<file path="src/rtl/vol_pkg.sv">
package vol_pkg;

    localparam int DEF_CHANNELS  = 6;
    localparam int DEF_SAMPLE_W  = 24;
    localparam int DEF_CODE_W    = 10;
    localparam int DEF_RAMP_STEP = 16;

    typedef enum logic [1:0] {
        RAMP_HOLD = 2'd0,
        RAMP_RISE = 2'd1,
        RAMP_FALL = 2'd2
    } ramp_dir_e;

    // Target gain in 1/2^CODE_W units: zero when muted or code is zero.
    function automatic int gain_target(input logic muted, input int code);
        int t;
        if (muted || code == 0) t = 0;
        else                    t = code + 1;
        return t;
    endfunction

    function automatic ramp_dir_e ramp_dir(input int cur, input int tgt);
        ramp_dir_e d;
        if (tgt > cur)      d = RAMP_RISE;
        else if (tgt < cur) d = RAMP_FALL;
        else                d = RAMP_HOLD;
        return d;
    endfunction

    // One bounded step of the applied gain toward its target.
    function automatic int ramp_next(input int cur, input int tgt, input int step);
        int n;
        case (ramp_dir(cur, tgt))
            RAMP_RISE: n = (tgt - cur > step) ? cur + step : tgt;
            RAMP_FALL: n = (cur - tgt > step) ? cur - step : tgt;
            default:   n = cur;
        endcase
        return n;
    endfunction

endpackage

</file>
<file path="src/rtl/vol_gain_ramp.sv">
module vol_gain_ramp
    import vol_pkg::*;
#(
    parameter int CODE_W = DEF_CODE_W,
    parameter int STEP   = DEF_RAMP_STEP,
    localparam int GAIN_W = CODE_W + 1
) (
    input  logic              clk,
    input  logic              rst,
    input  logic              strobe,
    input  logic              muted,
    input  logic [CODE_W-1:0] code,
    output logic [GAIN_W-1:0] gain
);

    localparam logic [GAIN_W-1:0] UNITY = GAIN_W'(1 << CODE_W);

    logic [GAIN_W-1:0] tgt;
    logic [GAIN_W-1:0] nxt;
    ramp_dir_e         dir;

    always_comb begin
        tgt = GAIN_W'(gain_target(muted, int'(code)));
        dir = ramp_dir(int'(gain), int'(tgt));
        nxt = GAIN_W'(ramp_next(int'(gain), int'(tgt), STEP));
    end

    always_ff @(posedge clk) begin
        if (rst)         gain <= UNITY;
        else if (strobe) gain <= nxt;
    end

    // one strobe moves the gain by no more than the ramp increment
    p_step_bound_r5: assert property (@(posedge clk) disable iff (rst)
        strobe |=> ((gain >= $past(gain)) ? int'(gain - $past(gain))
                                          : int'($past(gain) - gain)) <= STEP)
        else $error("gain step exceeds ramp increment");

    // a rising target makes the gain climb on the next strobe
    p_rise_moves_r7: assert property (@(posedge clk) disable iff (rst)
        (strobe && dir == RAMP_RISE) |=> gain > $past(gain))
        else $error("gain failed to rise toward target");

    // a falling target makes the gain drop on the next strobe
    p_fall_moves_r6: assert property (@(posedge clk) disable iff (rst)
        (strobe && dir == RAMP_FALL) |=> gain < $past(gain))
        else $error("gain failed to fall toward target");

    // without its own strobe the gain holds
    p_hold_r9: assert property (@(posedge clk) disable iff (rst)
        !strobe |=> $stable(gain))
        else $error("gain moved without its strobe");

endmodule

</file>
<file path="src/rtl/vol_scale.sv">
module vol_scale
    import vol_pkg::*;
#(
    parameter int SAMPLE_W = DEF_SAMPLE_W,
    parameter int CODE_W   = DEF_CODE_W,
    parameter int CH_W     = 3,
    localparam int GAIN_W  = CODE_W + 1,
    localparam int PROD_W  = SAMPLE_W + GAIN_W + 1
) (
    input  logic                       clk,
    input  logic                       rst,
    input  logic                       in_valid,
    input  logic [CH_W-1:0]            in_ch,
    input  logic signed [SAMPLE_W-1:0] in_data,
    input  logic [GAIN_W-1:0]          gain,
    output logic                       out_valid,
    output logic [CH_W-1:0]            out_ch,
    output logic signed [SAMPLE_W-1:0] out_data
);

    typedef struct packed {
        logic                       valid;
        logic [CH_W-1:0]            ch;
        logic signed [SAMPLE_W-1:0] data;
    } beat_t;

    localparam logic signed [PROD_W-1:0] HALF  = PROD_W'(1 << (CODE_W - 1));
    localparam logic signed [PROD_W-1:0] MAX_S =
        {{(PROD_W-SAMPLE_W+1){1'b0}}, {(SAMPLE_W-1){1'b1}}};
    localparam logic signed [PROD_W-1:0] MIN_S =
        {{(PROD_W-SAMPLE_W+1){1'b1}}, {(SAMPLE_W-1){1'b0}}};
    localparam logic [GAIN_W-1:0] UNITY = GAIN_W'(1 << CODE_W);

    logic signed [PROD_W-1:0] prod;
    logic signed [PROD_W-1:0] shifted;
    beat_t                    nxt_beat;
    beat_t                    beat_q;

    always_comb begin
        prod    = PROD_W'(in_data) * PROD_W'($signed({1'b0, gain}));
        shifted = (prod + HALF) >>> CODE_W;
        nxt_beat.valid = in_valid;
        nxt_beat.ch    = in_ch;
        if (shifted > MAX_S)      nxt_beat.data = MAX_S[SAMPLE_W-1:0];
        else if (shifted < MIN_S) nxt_beat.data = MIN_S[SAMPLE_W-1:0];
        else                      nxt_beat.data = shifted[SAMPLE_W-1:0];
    end

    always_ff @(posedge clk) begin
        if (rst) beat_q <= '0;
        else     beat_q <= nxt_beat;
    end

    assign out_valid = beat_q.valid;
    assign out_ch    = beat_q.ch;
    assign out_data  = beat_q.data;

    // a unity gain passes the sample through unchanged
    p_unity_pass_r2: assert property (@(posedge clk) disable iff (rst)
        (in_valid && gain == UNITY) |=> out_data == $past(in_data))
        else $error("unity gain altered the sample");

    // a zero gain yields exact silence
    p_zero_floor_r6: assert property (@(posedge clk) disable iff (rst)
        (in_valid && gain == '0) |=> out_data == '0)
        else $error("zero gain produced nonzero output");

endmodule

</file>
<file path="src/rtl/vol_mute_top.sv">
module vol_mute_top
    import vol_pkg::*;
#(
    parameter int NCH      = DEF_CHANNELS,
    parameter int SAMPLE_W = DEF_SAMPLE_W,
    parameter int CODE_W   = DEF_CODE_W,
    parameter int STEP     = DEF_RAMP_STEP,
    localparam int CH_W    = (NCH > 1) ? $clog2(NCH) : 1,
    localparam int GAIN_W  = CODE_W + 1
) (
    input  logic                       clk,
    input  logic                       rst,
    input  logic                       in_valid,
    input  logic [CH_W-1:0]            in_ch,
    input  logic signed [SAMPLE_W-1:0] in_data,
    input  logic [NCH*CODE_W-1:0]      vol_code,
    input  logic [NCH-1:0]             mute,
    output logic                       out_valid,
    output logic [CH_W-1:0]            out_ch,
    output logic signed [SAMPLE_W-1:0] out_data
);

    logic [GAIN_W-1:0] gains [NCH];
    logic [NCH-1:0]    strobe;
    logic [GAIN_W-1:0] gain_sel;

    for (genvar c = 0; c < NCH; c++) begin : g_chan
        assign strobe[c] = in_valid && (in_ch == CH_W'(c));

        vol_gain_ramp #(
            .CODE_W (CODE_W),
            .STEP   (STEP)
        ) u_ramp (
            .clk    (clk),
            .rst    (rst),
            .strobe (strobe[c]),
            .muted  (mute[c]),
            .code   (vol_code[c*CODE_W +: CODE_W]),
            .gain   (gains[c])
        );
    end

    always_comb begin
        gain_sel = gains[0];
        for (int c = 0; c < NCH; c++) begin
            if (in_ch == CH_W'(c)) gain_sel = gains[c];
        end
    end

    vol_scale #(
        .SAMPLE_W (SAMPLE_W),
        .CODE_W   (CODE_W),
        .CH_W     (CH_W)
    ) u_scale (
        .clk       (clk),
        .rst       (rst),
        .in_valid  (in_valid),
        .in_ch     (in_ch),
        .in_data   (in_data),
        .gain      (gain_sel),
        .out_valid (out_valid),
        .out_ch    (out_ch),
        .out_data  (out_data)
    );

    // strobes only ever name an existing channel
    p_ch_range_r10: assert property (@(posedge clk) disable iff (rst)
        in_valid |-> int'(in_ch) < NCH)
        else $error("strobe with channel index out of range");

    // at most one channel ramp advances per cycle
    p_one_strobe_r9: assert property (@(posedge clk) disable iff (rst)
        $onehot0(strobe))
        else $error("more than one channel strobed");

    // the output strobe echoes the channel one clock later
    p_echo_ch_r10: assert property (@(posedge clk) disable iff (rst)
        in_valid |=> (out_valid && out_ch == $past(in_ch)))
        else $error("output strobe or channel mismatch");

endmodule

</file>
<file path="config.mk">
export PLATFORM = sky130hd
export DESIGN_NAME = vol_mute_top
export DESIGN_NICKNAME = d
export VERILOG_FILES = /design/src/rtl/vol_pkg.sv /design/src/rtl/vol_gain_ramp.sv /design/src/rtl/vol_scale.sv /design/src/rtl/vol_mute_top.sv
export SDC_FILE = /design/constraint.sdc
export NUM_CORES = 1
export LEC_CHECK = 0
export ABC_AREA = 1
export BUFFER_PORTS_ARGS = -buffer_cell sky130_fd_sc_hd__buf_2
export CAP_MARGIN = 20
export CORE_AREA = 5 5 202 204
export CTS_BUF_LIST = sky130_fd_sc_hd__clkbuf_16
export CTS_CLUSTER_SIZE = 40
export DETAILED_ROUTE_END_ITERATION = 8
export DIE_AREA = 0 0 207 209
export GPL_ROUTABILITY_DRIVEN = 0
export PLACE_DENSITY = 0.81
export SLEW_MARGIN = 20
export SYNTH_ARGS = -nofsm -noshare
export SYNTH_HDL_FRONTEND = slang
export SYNTH_SLANG_ARGS = --single-unit
</file>
<file path="constraint.sdc">
create_clock -name clk -period 9.1 [get_ports clk]
set_input_delay 0.91 -clock clk [delete_from_list [all_inputs] [get_ports clk]]
set_output_delay 0.91 -clock clk [all_outputs]
set_load 0.02 [all_outputs]
</file>
Word level (Yosys, flattened, before mapping):

Cells that the tools add are included.

* memories: 0
* bits in latches: 0
* output and inout bits: 28
* register bits: 94
* memory bits (writable): 0
* word-level logic and storage cells: 160
* bits of input ports: 96
* ROM bits: 0

* add/subtract/negate cells: 31
* eq/ne operators: 17
* magnitude comparators: 26
* shift operators: 0
* reduce and logical (&&, ||, !) cells: 32
* mux-type cells: 43
* bitwise gates (word level): 0
* multiply operators: 1
* div/mod/pow operators: 0

Operator list (count)
* $gt A32 B6 Y1 const B: 12
* $mux W11: 23
* $sub A11 B11 Y12: 12
* $pmux W11 S2: 6
* $add A10 B1 Y11 const B: 6
* $add A11 B5 Y11 const B: 6
* $gt A11 B11 Y1: 6
* $lt A11 B11 Y1: 6
* $sub A11 B5 Y11 const B: 6
* $logic_not A10 Y1: 6
* $add A36 B11 Y36 const B: 1
* $mul A24 B12 Y36: 1
* $gt A26 B24 Y1 const B: 1
* $lt A26 B24 Y1 const B: 1
* $mux W2: 12
* $mux W24: 1
* $mux W23: 1
* $eq A2 B1 Y1 const B: 6
* $eq A2 B2 Y1 const B: 6
* $reduce_and A2 Y1: 6
* $reduce_bool A2 Y1: 6
* $eq A3 B2 Y1 const B: 2
* $eq A3 B3 Y1 const B: 2
* $logic_and A1 B1 Y1: 6
* other kinds (4): 9

Logic depth before layout (Yosys ltp):

Gate-level depths: netlist (run 1).

* depth after elaboration: 11
* mapped depth: 37
* mapped depth without buffers: 35

Hierarchy:

A second synthesis (run 1) with hierarchy kept.

* cells, all modules: 4305
* area, all modules: 26440.4 um^2

By module, submodules not included
* vol_gain_ramp at g_chan[0].u_ramp ...: cells an instance 440, area an instance 2441.1 um^2, times used 5, sequential area each 220.2 um^2
* vol_scale: cells an instance 1469, area an instance 11026.8 um^2, times used 1, sequential area each 560.5 um^2
* vol_gain_ramp at g_chan[2].u_ramp: cells an instance 443, area an instance 2432.3 um^2, times used 1, sequential area each 220.2 um^2
* vol_mute_top: cells an instance 193, area an instance 775.7 um^2, times used 1, sequential area each 0.0 um^2

Worst setup path after synthesis (run 1):

No wires, ideal clock.

* path kind: input to register
* start: input port in_ch[0]
* end: register u_scale.beat_q, in the netlist u_scale.out_data[5]
* data arrival time: 6.795 ns
* slack: 2.173 ns
* data required time: 8.968 ns
* stages: 33
* path buffers: 2
* setup time: 0.132 ns
* path through: inv_1 -> nor3_4 -> inv_2 -> buf_2 -> o211ai_1 -> o211ai_1 -> o21ai_1 -> inv_1 -> nor2_1 -> inv_1 -> fa_1 -> inv_1 -> fa_1 -> inv_1 -> fa_1 -> inv_1 -> fa_1 -> inv_1 -> fa_1 -> inv_1 -> ha_1 -> nand2_1 -> nor3_1 -> inv_1 -> nor4_1 -> nand2_1 -> nand2_1 -> nand2_1 -> nand2_1 -> inv_1 -> nand2_1 -> buf_2 -> a21oi_1

* cells in the longest elaborated chain, start to end: 11
* elaborated cells on any way between the ends: 16
* classes of those cells: add/sub: 1; mul: 1; order compare: 2; eq/ne: 5; mux: 7

Ends and longest elaborated chain
* start, declared: line vol_mute_top.sv:14 `input logic [CH_W-1:0] in_ch,`
* $eq A3 B1 Y1: line vol_mute_top.sv:46 `if (in_ch == CH_W'(c)) gain_sel = gains[c];`
* $mux W11 (4 in a row): line vol_mute_top.sv:46
* $mux W11 *: line vol_mute_top.sv:46
* $mul A24 B12 Y36 *: line vol_scale.sv:40 `prod = PROD_W'(in_data) * PROD_W'($signed({1'b0, gain}));`
* $add A36 B11 Y36 *: line vol_scale.sv:41 `shifted = (prod + HALF) >>> CODE_W;`
* $lt A26 B24 Y1: line vol_scale.sv:45 `else if (shifted < MIN_S) nxt_beat.data = MIN_S[SAMPLE_W-1:0];`
* $mux W24: line vol_scale.sv:45
* $mux W23 *: line vol_scale.sv:44 `if (shifted > MAX_S) nxt_beat.data = MAX_S[SAMPLE_W-1:0];`
* end signal, assigned: line vol_scale.sv:51 `else beat_q <= nxt_beat;`
* end, declared: line vol_scale.sv:37 `beat_t beat_q;`

Every way passes the cells marked *; elsewhere a longest branch is shown, timed or not.
A chain may end at the register's enable or synchronous reset.

Worst setup path in the final report (run 1):

* start: input port in_ch[0]
* end: register u_scale.beat_q, in the netlist u_scale.out_data[13]

Same word-level chain as after synthesis.

==> results of run 1 <==
logic make-up (layout without fill, tap and decap cells):
kind of cell / count (synthesis) / count (layout) / share of synthesized area
flops: 94 / 94 / 0.0760
buf+inv: 919 / 997 / 0.145
fa+ha+maj: 489 / 489 / 0.319
simple gates: 1977 / 1977 / 0.341
xor+xnor: 95 / 95 / 0.0336
compound gates: 370 / 370 / 0.0853
critical path: cells and delay by family:
kind	cells	cell delay, ns
AO/OA/AOI/OAI	6	1.69
AND/OR/NAND/NOR	11	2.02
buffers and inverters	6	0.79
adder cells (fa/ha/maj)	6	3.00
flip-flops by register name (all words and copies together) (netlist names):
signal,cells
u_scale.out_valid,1
u_scale.out_ch,3
u_scale.out_data,24
g_chan.u_ramp.gain,66
layer usage:
| metal | up-vias | part of all wire | GRT usage |
|---|---|---|---|
| met5 | - | 0 | 0 |
| met4 | 0 | 0.033 | 0.0967 |
| met3 | 144 | 0.089 | 0.0455 |
| met2 | 1090 | 0.45 | 0.493 |
| met1 | 11258 | 0.43 | 0.429 |
| li1 | 12273 | - | - |
power by group through the flow:
stage / logic (W) / clock network [W] / registers [W]
after detailed placement: 0.00523 / 0 / 0.000565
after global placement: 0.00520 / 0 / 0.000569
after floorplan: 0.00399 / 0 / 0.000589
after global routing: 0.00612 / 0.000448 / 0.000562
final: 0.00539 / 0.000426 / 0.000562
after CTS: 0.00529 / 0.000429 / 0.000558
per-stage QoR:
step | total power (W) | util | instance area [um2] | setup WS [ns]
2_1_floorplan | 0.00458 | - | 24800 | 2.17
3_3_place_gp | 0.00577 | 0.658 | 25700 | 0.759
3_5_place_dp | 0.00579 | 0.658 | 25700 | 0.675
4_1_cts | 0.00628 | 0.666 | 26000 | 1.03
5_1_grt | 0.00713 | 0.666 | 26000 | 0.258
6_report | 0.00638 | 0.666 | 26000 | 0.842
layout make-up:
cell class | count | share of cell area
timing repair buffer | 132 | 0.0262
tap | 525 | 0.0252
clock inverter | 7 | 0.00365
clock buffer | 9 | 0.00865
multi-input combinational | 2931 | 0.741
sequential | 94 | 0.0723
inverter | 849 | 0.123
final timing paths:
check,from,endpoint,slack (ns),cells after the start
min reg2reg,g_chan[5].u_ramp.gain[0]$_SDFFE_PP0P_,g_chan[5].u_ramp.gain[0]$_SDFFE_PP0P_,0.51,2
max reg2reg,g_chan[0].u_ramp.gain[7]$_SDFFE_PP0P_,u_scale.out_data[13]$_SDFF_PP0_,1.60,29
min,g_chan[5].u_ramp.gain[0]$_SDFFE_PP0P_,g_chan[5].u_ramp.gain[0]$_SDFFE_PP0P_,0.51,2
max,in_ch[0],u_scale.out_data[13]$_SDFF_PP0_,0.84,29
cell usage in the layout (no fill, tap or decap), types with 10 or more instances in the layout:
cell	instances
ha_1	251
buf_2	123
o21ai_0	92
nand2_2	27
nor2_1	434
xnor2_1	14
o21bai_1	11
a21oi_1	168
xor2_1	81
nand3_2	10
dfxtp_1	94
nand3_1	327
inv_1	819
inv_2	23
fa_1	238
nor3_1	67
o21ai_1	28
nor2_2	18
nand4_1	51
nand2_1	999
o211ai_1	29
==> results.txt, run 1 <==
The slowest cell on the critical path is nand3_1. Clock tree synthesis selected as its root buffer the cell clkbuf_16. Setup violations remaining at the end of the flow were counted as 0. The initial antenna violation count is 0. The total routing usage reported by global routing came out at 0.307.

In the final layout, the multi-input gates occupy 19,300 um2. The number of violations of the max-capacitance limit is 0. The largest net degree at the start of global routing is 40. The number of antenna diodes is 0. The total grt overflow came out at 0. For this configuration, the core starts out at a cell density of 0.633.

The total area of sequential cells is 1880 um2. The level count of the clock H-tree is 3. The floorplan die area is 43,300 um2. The total number of placement rows is 73. The fraction of layout instances using a drive strength above 1 came out at 0.0666.

The critical path required time is 9.29 ns. Buffers placed on the I/O ports in this run total 123. The starting DRC count in detailed routing came out at 2,270.

The CTS tree is done. The leading cell type by number of instances after synthesis is nand2_1. fa_1 takes more of the synthesized area than any other cell.

The post-detailed-placement half-perimeter wirelength came out at 57,100 um. The worst setup path is launched from an input port. The clock transition at the register clock pins on the worst setup and hold paths after CTS is 0.08 ns. The share of async-settable or async-resettable flops after synthesis came out at 0. The register area share after synthesis came out at 0.0760. The number of primary I/O pins came out at 124. The final count of pins violating max slew is 0. The clock passes through at most 2 buffers. The number of synthesized flops with an enable pin is 0.

During synthesis, Yosys emitted a total of 0 warnings. The internal power consumption came out at 0.00261 W. The static power due to leakage came out at 14.6 nW.

The number of hold buffers added after cts came out at 0. The total power divided by cell area is 245 nW/um2. The power spent charging and discharging nets is 0.00377 W. Dividing the detail-routed via count by the number of cells gives 5.45. The standard cell core area came out at 39,100 um2. The flow ran to the end, and the final reports show no timing, DRC or antenna violations. The vias after detailed routing came out at 24.8k. Setup total negative slack on the finished layout was measured at 0 ns. The share of total power dissipated in the clock network is 0.067. The number of global-route vias before repair came to 23.0k.

The first detailed-routing pass ran for 6 iterations. The number of gates given a new drive strength after cts is 0. The TritonCTS sink count came out at 94. Headroom to the max-slew limit came out at 0.395. For this block, the routed nets add up to 68,000 um of wire. The global-route wire length before repair came out at 112,000 um.

The switching part of the total power came out at 0.591. For this run, the leading register cell type out of synthesis is dfxtp_1. A synthesized cell averages 6.28 um2. The post-detailed-route count of antenna-violating nets is 0. The number of unique standard cell types used by synthesis came out at 56. In this run, synthesis produced a sequential element count of 94. The maximum vdd ir drop is 0.257 mV. The path class of the tightest hold or removal check is reg2reg. The post-detailed-route wirelength per cell is 15.0 um. The worst path arrival time is 8.45 ns.

The fraction of post-synthesis cell area in the top cell type by area came out at 0.192. The sequential group share of total power came out at 0.088. The worst hold margin is 0.512 ns.

In the final design database the tool counted 4,602 nets. By area the synthesized netlist is led by fa_1, nand2_1, ha_1. The count of unresolved DRC violations after routing is 0. The part of the total power dissipated in combinational logic came out at 0.845.

Setup repair after global routing left no endpoint under its margin. For this run, the slowest stage of the critical path takes 0.60 ns. In this run, placement finished with an instance count of 4,531. The slew of the pin with the lowest slew margin came out at 0.907 ns. Dividing the final minimum period by the clock period gives 0.907. The total count of hold-check failures in the final report was 0. The clock latency on the worst-skew pair came out at 0.36 ns. The die is 207 um wide. In the synthesized netlist, the cells that appear most often are nand2_1, inv_1, nor2_1. The die height came out at 209 um. The critical path is of the in2reg type. The clock period could shrink to 8.26 ns. Between clock sinks in the finished design, the worst skew comes to 0.0122 ns. The upper clock frequency limit came out at 0.121 GHz.

The layout overhead on the synthesized area came out at 5.13%. The fill cell total of the finished layout is 3,650. The largest driver fanout on the critical path came out at 23. The worst setup path is captured at a register. The total clock buffers created by CTS came out at 9. Counting every instance in the synthesized netlist gives 3,944. The post-synth net total is 4,529. The final cell count without fillers is 4,547. The setup fix buffers added after clock tree synthesis is 0. The cell area after synthesis is 24,800 um2.
(Power assumes the default switching activity.)
==> inputs of run 2 (changes only) <==
Settings changed: ABC_AREA 1 to not set, CAP_MARGIN 20 to not set, CORE_AREA 5 5 202 204 to 5 5 193 195, CTS_CLUSTER_DIAMETER set to 80, DIE_AREA 0 0 207 209 to 0 0 198 200.
==> run 2 against run 1 <==
Combinational power fell by 63%. Critical endpoint is now u_scale.out_data[6]$_SDFF_PP0_. Sequential power decreased by 7.1%. Clock skew grew 0.0023 ns. Fmax shrank 3.1%. Worst setup slack worse by 0.27 ns. Clock power decreased by 1%. Critical path depth fell by 5. Final cell count fell by 26%. Count of clock-buffer cells in the layout is the same. Non-clock buffer count rose by 11. First-iteration DRC count decreased by 20%. Global-route usage up 0.53 points. Largest power group unchanged.
==> results.txt, run 2 <==
The run finished with clean final reports. The die height is 200 um. The largest net degree at the start of global routing came out at 63. The net count of the finished layout came out at 3,486. The worst hold path passes through 2 cells. The remaining max-slew budget at the tightest pin came out at 0.286. The clock latency on the worst-skew pair is 0.39 ns. The final worst clock skew is 0.0146 ns.

The static power due to leakage is 11.3 nW. The total grt overflow came out at 0. The worst slack at placement came out at 0.219 ns. The number of primary I/O pins is 124. Ranked by total cell area, the synthesized netlist is headed by fa_1, ha_1, dfxtp_1. Clock tree synthesis inserted a total of 9 buffers. The average cell area after synthesis is 7.84 um2.

The total count of hold-check failures in the final report was 0. The worst reg2reg path depth is 26. Static timing analysis puts the maximum clock frequency at 0.117 GHz. Of all nets on the critical path, the largest fanout is 43. The reg-to-reg critical path startpoint is g_chan[4].u_ramp.gain[8]$_SDFFE_PP0P_. The total setup violations reported at the end of the flow came out at 0. The maximum vdd ir drop came out at 0.148 mV. The vias after detailed routing came out at 20.6k.

Ranked by instance count, the synthesized netlist is headed by inv_1, nand2_1, ha_1. The total number of placement rows came out at 69. For this run, design rule violations remaining after detail routing come to 0. The overall power consumption is 0.00294 W. The synthesized design spends more area on one cell type than any other, namely fa_1.

The largest incremental delay on the critical path is 0.57 ns. The clock transition at the register clock pins on the worst setup and hold paths after CTS came out at 0.08 ns. The commonest non-fill, non-tap cell in the layout is inv_1. The detailed-routing iteration count for the pre-antenna-repair pass came out at 6. The worst path needs 8.52 ns of the cycle, external delays included.

The type of the worst setup path is in2reg. After synthesis the cells add up to 22,500 um2. Setup repair after global routing left no endpoint under its margin.

Hold is met by 0.534 ns. The clock tree root buffer cell is clkbuf_16. The clock passes through at most 2 buffers. For this run, the register share of the synthesized area comes to 0.0835. The critical path endpoint category is a register. In the layout the commonest cells are inv_1, nand2_1, ha_1.

The worst setup path is launched from an input port. The standard cell core area is 35,200 um2. The floorplan die area is 39,600 um2. The TritonCTS sink count is 94. Walking the worst path, the cells encountered are buf_2, nand2_1, or2_2, o221ai_2, buf_4, nand2_1, fa_1, fa_1, inv_1, fa_1, fa_1, inv_1, fa_1, inv_1, ha_1, a21oi_1, nand3_1, o21ai_1, nand3b_1, a31oi_1, o21ai_0, and4b_1, o31a_1, a21o_1. The total power divided by cell area is 124 nW/um2. The fraction of post-synthesis cell area in the top cell type by area came out at 0.211. In this run the critical register-to-register path is captured at u_scale.out_data[6]$_SDFF_PP0_.

Max-cap violations in this run came to 0. The total routing usage reported by global routing is 0.312. The accumulated negative setup slack is 0 ns. The post-synth net total came out at 3,459. Data arrives at the worst endpoint at 8.80 ns.

The fraction of layout instances using a drive strength above 1 is 0.0760. The synthesized instance count is 2,874. The share of async-settable or async-resettable flops after synthesis came out at 0. Relative to the synthesized area, the layout overhead comes to 5.38%. The initial core utilization came out at 0.640. For the pin with the worst max-slew slack, the measured transition is 1.07 ns. The register bit count reported by yosys came out at 94. The level count of the clock H-tree is 3. The number of global-route vias before repair came out at 20.9k. The hold path startpoint is g_chan[1].u_ramp.gain[1]$_SDFFE_PP0P_. The most numerous cell type found on the critical path is fa_1. The initial antenna violation count is 0. TritonCTS built the clock tree. In the synthesized netlist the dominant register cell turns out to be dfxtp_1.

The post-detailed-route count of antenna-violating nets is 0. The final count of pins violating max slew was 0. The slack of the worst reg-to-reg path came out at 1.13 ns. During synthesis, Yosys emitted a total of 0 warnings.

Using the TritonRoute via totals, the vias-per-cell ratio works out to 6.11. The register with the most flip-flops in the layout has 66 of them. The sink of the worst hold path is g_chan[1].u_ramp.gain[1]$_SDFFE_PP0P_. The post-detailed-placement half-perimeter wirelength came out at 49,800 um. The first global-routing pass estimated 102,000 um of wire. The kind of cell with the highest combined delay along the critical path is adder cells. The least setup slack across all paths after layout came out at 0.575 ns. The number of input and output port buffers inserted came out at 123. inv_1 is the most common cell in the netlist.

The horizontal extent of the die is 198 um. Of the available clock period, the critical path in the final layout requires 0.937. Dividing the detail-routed wire length by the instance count gives 18.3 um. The critical path required time is 9.37 ns. The most flop-heavy register is g_chan.u_ramp.gain. The count of buffering cells on the critical path with inverters included came out at 5. The starting DRC count in detailed routing is 1,807. The number of unique standard cell types used by synthesis is 99. The number of synthesized flops with an enable pin is 0.

The total wirelength of the detailed-routed design is 61,500 um. The path class of the tightest hold or removal check is reg2reg. The slowest stage of the critical path is the o31a_1 cell.
## run 2: changes by cell type after synthesis, moves of 87 or more
| cell | delta |
|---|---|
| nand2_1 | -737 |
| inv_1 | -368 |
| nor2_1 | -254 |
| nand3_1 | -220 |
| and2_1 | +103 |
| xnor2_1 | +96 |
| clkbuf_1 | +87 |
## run 2: logic make-up (layout without fill, tap and decap cells)
| kind of cell | count (synthesis) | after routing | share of synthesized area |
|---|---|---|---|
| mux | 52 | 52 | 0.0234 |
| fa+ha+maj | 489 | 489 | 0.351 |
| xor+xnor | 163 | 163 | 0.0633 |
| flops | 94 | 94 | 0.0835 |
| buf+inv | 581 | 613 | 0.0979 |
| other cells | 0 | 1 | 0 |
| compound gates | 567 | 567 | 0.176 |
| simple gates | 928 | 928 | 0.205 |
## run 2: final cells by class
cell class | instances | area [um2]
multi-input cells | 2199 | 18500
flip-flops and latches | 94 | 1880
inverters | 454 | 1700
fillers | 2917 | 11500
clock buffers | 9 | 225
clock inverters | 7 | 77.6
repair buffers | 143 | 766
well taps | 461 | 577
diodes | 1 | 2.50
## run 2: worst max-delay path by stage
stage	slack, ns	cells past startpoint	to	startpoint
2_1_floorplan	1.20	29	u_scale.out_data[7]$_SDFF_PP0_	in_ch[2]
3_3_place_gp	0.46	30	u_scale.out_data[22]$_SDFF_PP0_	in_ch[0]
3_5_place_dp	0.22	24	u_scale.out_data[22]$_SDFF_PP0_	in_ch[0]
4_1_cts	0.56	25	u_scale.out_data[7]$_SDFF_PP0_	in_ch[0]
5_1_grt	0.05	24	u_scale.out_data[6]$_SDFF_PP0_	in_ch[2]
6_report	0.58	24	u_scale.out_data[6]$_SDFF_PP0_	in_ch[2]
## run 2: per-stage QoR
step | util | area (um2) | instances
2_1_floorplan | - | 22500 | 2874
3_3_place_gp | 0.666 | 23400 | 3351
3_5_place_dp | 0.666 | 23400 | 3351
4_1_cts | 0.674 | 23700 | 3367
5_1_grt | 0.674 | 23700 | 3367
6_report | 0.674 | 23800 | 3368
## run 2: tightest hold or removal path, cell delays in order, from the launching register on
cell and delay, ns:
dfxtp_1 0.36, nand2_1 0.07, mux2i_1 0.06
## run 2: metal layers
metal,GRT usage,part of all wire,routed length [um]
met1,0.391,0.40,24700
met2,0.548,0.49,30100
met3,0.0460,0.073,4470
met4,0.118,0.036,2230
met5,0,0,0
## run 2: power breakdown
part / total [W] / switching (W) / leakage, nW / internal, W
clock network: 0.000420 / 0.000204 / 0.152 / 0.000217
registers: 0.000522 / 0.0000398 / 0.770 / 0.000482
logic: 0.00200 / 0.00120 / 10.4 / 0.000802
total: 0.00294 / 0.00144 / 11.3 / 0.00150
## run 2: timing repair
action | CTS | global route
buffers inserted | 0 | 0
resized for setup | 0 | 1
setup endpoints to repair | 0 | 22
hold buffers | 0 | 0
==> inputs of run 3 (changes only) <==
Settings changed: CORE_AREA 5 5 193 195 to 5 5 207 169, DIE_AREA 0 0 198 200 to 0 0 212 174, PLACE_DENSITY 0.81 to 0.89.
Clock period 9.1 ns to 10.1 ns, I/O delays scaled along.
==> run 3 against run 2 <==
Sequential share of layout area hardly changed. Non-clock buffer count is 4 lower. Die area is 6.8% lower. Clock skew is 0.0026 ns lower. Register-to-register slack better by 1.0 ns. Sequential power is 11% lower. Hold slack better by 0.011 ns. Combinational power is 11% lower. Routed wire length is 1.9% lower. Critical path depth is 3 higher. Critical endpoint is now u_scale.out_data[22]$_SDFF_PP0_. Largest power group unchanged.
==> results.txt, run 3 (synthesis gave the netlist of run 2 again) <==
The post-detailed-route count of antenna-violating nets is 0. Setup repair after global routing left no endpoint under its margin. The total wirelength of the detailed-routed design is 60,300 um. The most flop-heavy register is g_chan.u_ramp.gain. The initial core utilization came out at 0.684. The minimum period implied by the final worst setup slack is 9.12 ns. For this run the aggregate overflow at the end of global routing stands at 0. The worst path arrival time is 9.38 ns.

The critical path crosses 27 cells after its start point. The post-detailed-placement half-perimeter wirelength came out at 48,400 um. The library cell used most frequently in the layout, excluding fill and tap cells, is inv_1. The count of unresolved DRC violations after routing is 0. The number of primary I/O pins is 124. The post-detailed-route wirelength per cell is 18.1 um. The floorplan die area is 36,900 um2.

The clock tree root buffer cell is clkbuf_16. The count of buffering cells on the critical path with inverters included is 5. The remaining max-slew budget at the tightest pin is 0.213.

In this run the critical register-to-register path is captured at u_scale.out_data[22]$_SDFF_PP0_. The share of the clock period used by the worst path came out at 0.903. The static power due to leakage came out at 11.3 nW. No sink is reached through more buffers than the 2 on the longest clock path. The global-route wire length before repair is 101,000 um. The final count of pins violating max slew came out at 0.

The number of flip-flops under the largest register name is 66. The fill cell total of the finished layout is 2,421. The die height is 174 um. Across every metal layer, demand over resource in global routing totals 0.326. The initial antenna violation count is 1. The final worst clock skew came out at 0.0120 ns. The critical path required time came out at 10.36 ns.

The upper clock frequency limit came out at 0.110 GHz. Leaving out fill and tap cells, the most frequent cells in the layout are inv_1, nand2_1, ha_1. In this run the critical register-to-register path is launched from g_chan[0].u_ramp.gain[9]$_SDFFE_PP0P_.

The placed instances occupy a cell area of 23,400 um2. The total number of placement rows came out at 60. The number of global-route vias before repair came to 21.6k. The slack of the worst reg-to-reg path came out at 2.13 ns. The number of antenna diodes came out at 0. The detailed-routing iteration count for the pre-antenna-repair pass is 7. The worst hold-check path type is reg2reg. The slew of the pin with the lowest slew margin is 1.17 ns. For this design, the slowest cell found on the critical path is a31oi_2. The clock transition at the register clock pins on the worst setup and hold paths after CTS is 0.08 ns. The setup fix buffers added after clock tree synthesis is 0. On the critical path the largest part of the delay comes from compound AO/OA/AOI/OAI gates. The level count of the clock H-tree came out at 3.

The worst reg2reg path depth came out at 26. The CTS tree is done. The worst hold margin is 0.545 ns. The flow ran to the end, and the final reports show no timing, DRC or antenna violations.

The startpoint kind of the worst setup timing path is an input port. The overall power consumption came out at 0.00261 W. The total count of hold-check failures in the final report came out at 0.

From synthesis to final layout, the design area changed by 5.06%. The number of violations of the max-capacitance limit came out at 0. Clock tree synthesis found a total of 94 sinks. The total setup violations reported at the end of the flow came out at 0. The fraction of layout instances using a drive strength above 1 came out at 0.0744.

The horizontal extent of the die came out at 212 um. The worst setup path is captured at a register. The accumulated negative setup slack came out at 0 ns. The critical path ends at u_scale.out_data[22]$_SDFF_PP0_. IR analysis of the VDD net gives a maximum drop of 0.132 mV. Across all layers, the routed design uses 21.1k vias. Summing all non-filler instances in the final layout gives an area of 23,700 um2. The critical path in this run is classified as in2reg. The standard cell core area is 33,000 um2.

The starting DRC count in detailed routing came out at 2,329. The number of gates given a new drive strength after cts is 0. For this run, the post-layout net count is 3,482.

Tracing the worst setup path back leads to its startpoint at in_ch[0]. The via density per instance is 6.31. Counting instances, the worst hold path has a depth of 2. Clock latency on the worst-skew pair, taken at its later pin, is 0.37 ns. The largest net degree at the start of global routing is 62. Buffers placed on the I/O ports in this run total 123. In this run, post-CTS hold repair placed 0 buffers.

The total power divided by cell area is 110 nW/um2. The total clock buffers created by CTS is 9. On the worst path, the slowest cell contributes a delay of 0.83 ns. Of all nets on the critical path, the largest fanout is 32.

The post-layout utilization of the core came out at 0.718.
[run 3: changes by cell type in the layout (fill, tap and decap cells not counted), moves of 2 or more]
cell | before | now
inv_8 | 1 | 3
buf_4 | 20 | 15
inv_6 | 2 | 0
clkinv_2 | 2 | 0
[run 3: stage by stage]
stage | worst slack (ns) | std cells
3_3_place_gp | 1.26 | 3319
2_1_floorplan | 2.10 | 2874
4_1_cts | 1.15 | 3335
3_5_place_dp | 0.865 | 3319
6_report | 0.983 | 3336
5_1_grt | 0.500 | 3336
[run 3: layout make-up]
class                   instances  area, um2  area share
flip-flops and latches         94       1880      0.0795
inverters                     454       1700      0.0720
clock inverters                 7       75.1     0.00317
well taps                     434        543      0.0229
clock buffers                   9        225     0.00951
repair buffers                139        736      0.0311
multi-input cells            2199      18500       0.782
[run 3: tightest hold or removal path, delay by kind of cell, from the launching register on]
kind | cells | cell delay [ns]
DFF | 1 | 0.33
and+or+nand+nor | 1 | 0.05
muxes | 1 | 0.12
[run 3: worst min-delay path by stage]
stage	startpoint	end	slack, ns
6_report	g_chan[5].u_ramp.gain[3]$_SDFFE_PP0P_	g_chan[5].u_ramp.gain[3]$_SDFFE_PP0P_	0.55
2_1_floorplan	g_chan[1].u_ramp.gain[0]$_SDFFE_PP0P_	g_chan[1].u_ramp.gain[0]$_SDFFE_PP0P_	0.47
3_3_place_gp	g_chan[5].u_ramp.gain[3]$_SDFFE_PP0P_	g_chan[5].u_ramp.gain[3]$_SDFFE_PP0P_	0.51
5_1_grt	g_chan[5].u_ramp.gain[3]$_SDFFE_PP0P_	g_chan[5].u_ramp.gain[3]$_SDFFE_PP0P_	0.61
4_1_cts	g_chan[5].u_ramp.gain[3]$_SDFFE_PP0P_	g_chan[5].u_ramp.gain[3]$_SDFFE_PP0P_	0.54
3_5_place_dp	g_chan[5].u_ramp.gain[3]$_SDFFE_PP0P_	g_chan[5].u_ramp.gain[3]$_SDFFE_PP0P_	0.53
[run 3: routing by layer]
layer  wire (um)  vias to the layer above  global-route usage
li1            -                     9614                   -
met3        5550                      243              0.0527
met4        2730                        2               0.141
met5           7                        -                   0
met1       24100                    10044               0.426
met2       27900                     1149               0.538
[run 3: power breakdown]
group	switching (W)	leakage (nW)	total (W)	internal, W
Sequential	0.0000281	0.770	0.000462	0.000434
Combinational	0.00107	10.4	0.00178	0.000719
Clock	0.000184	0.144	0.000360	0.000176
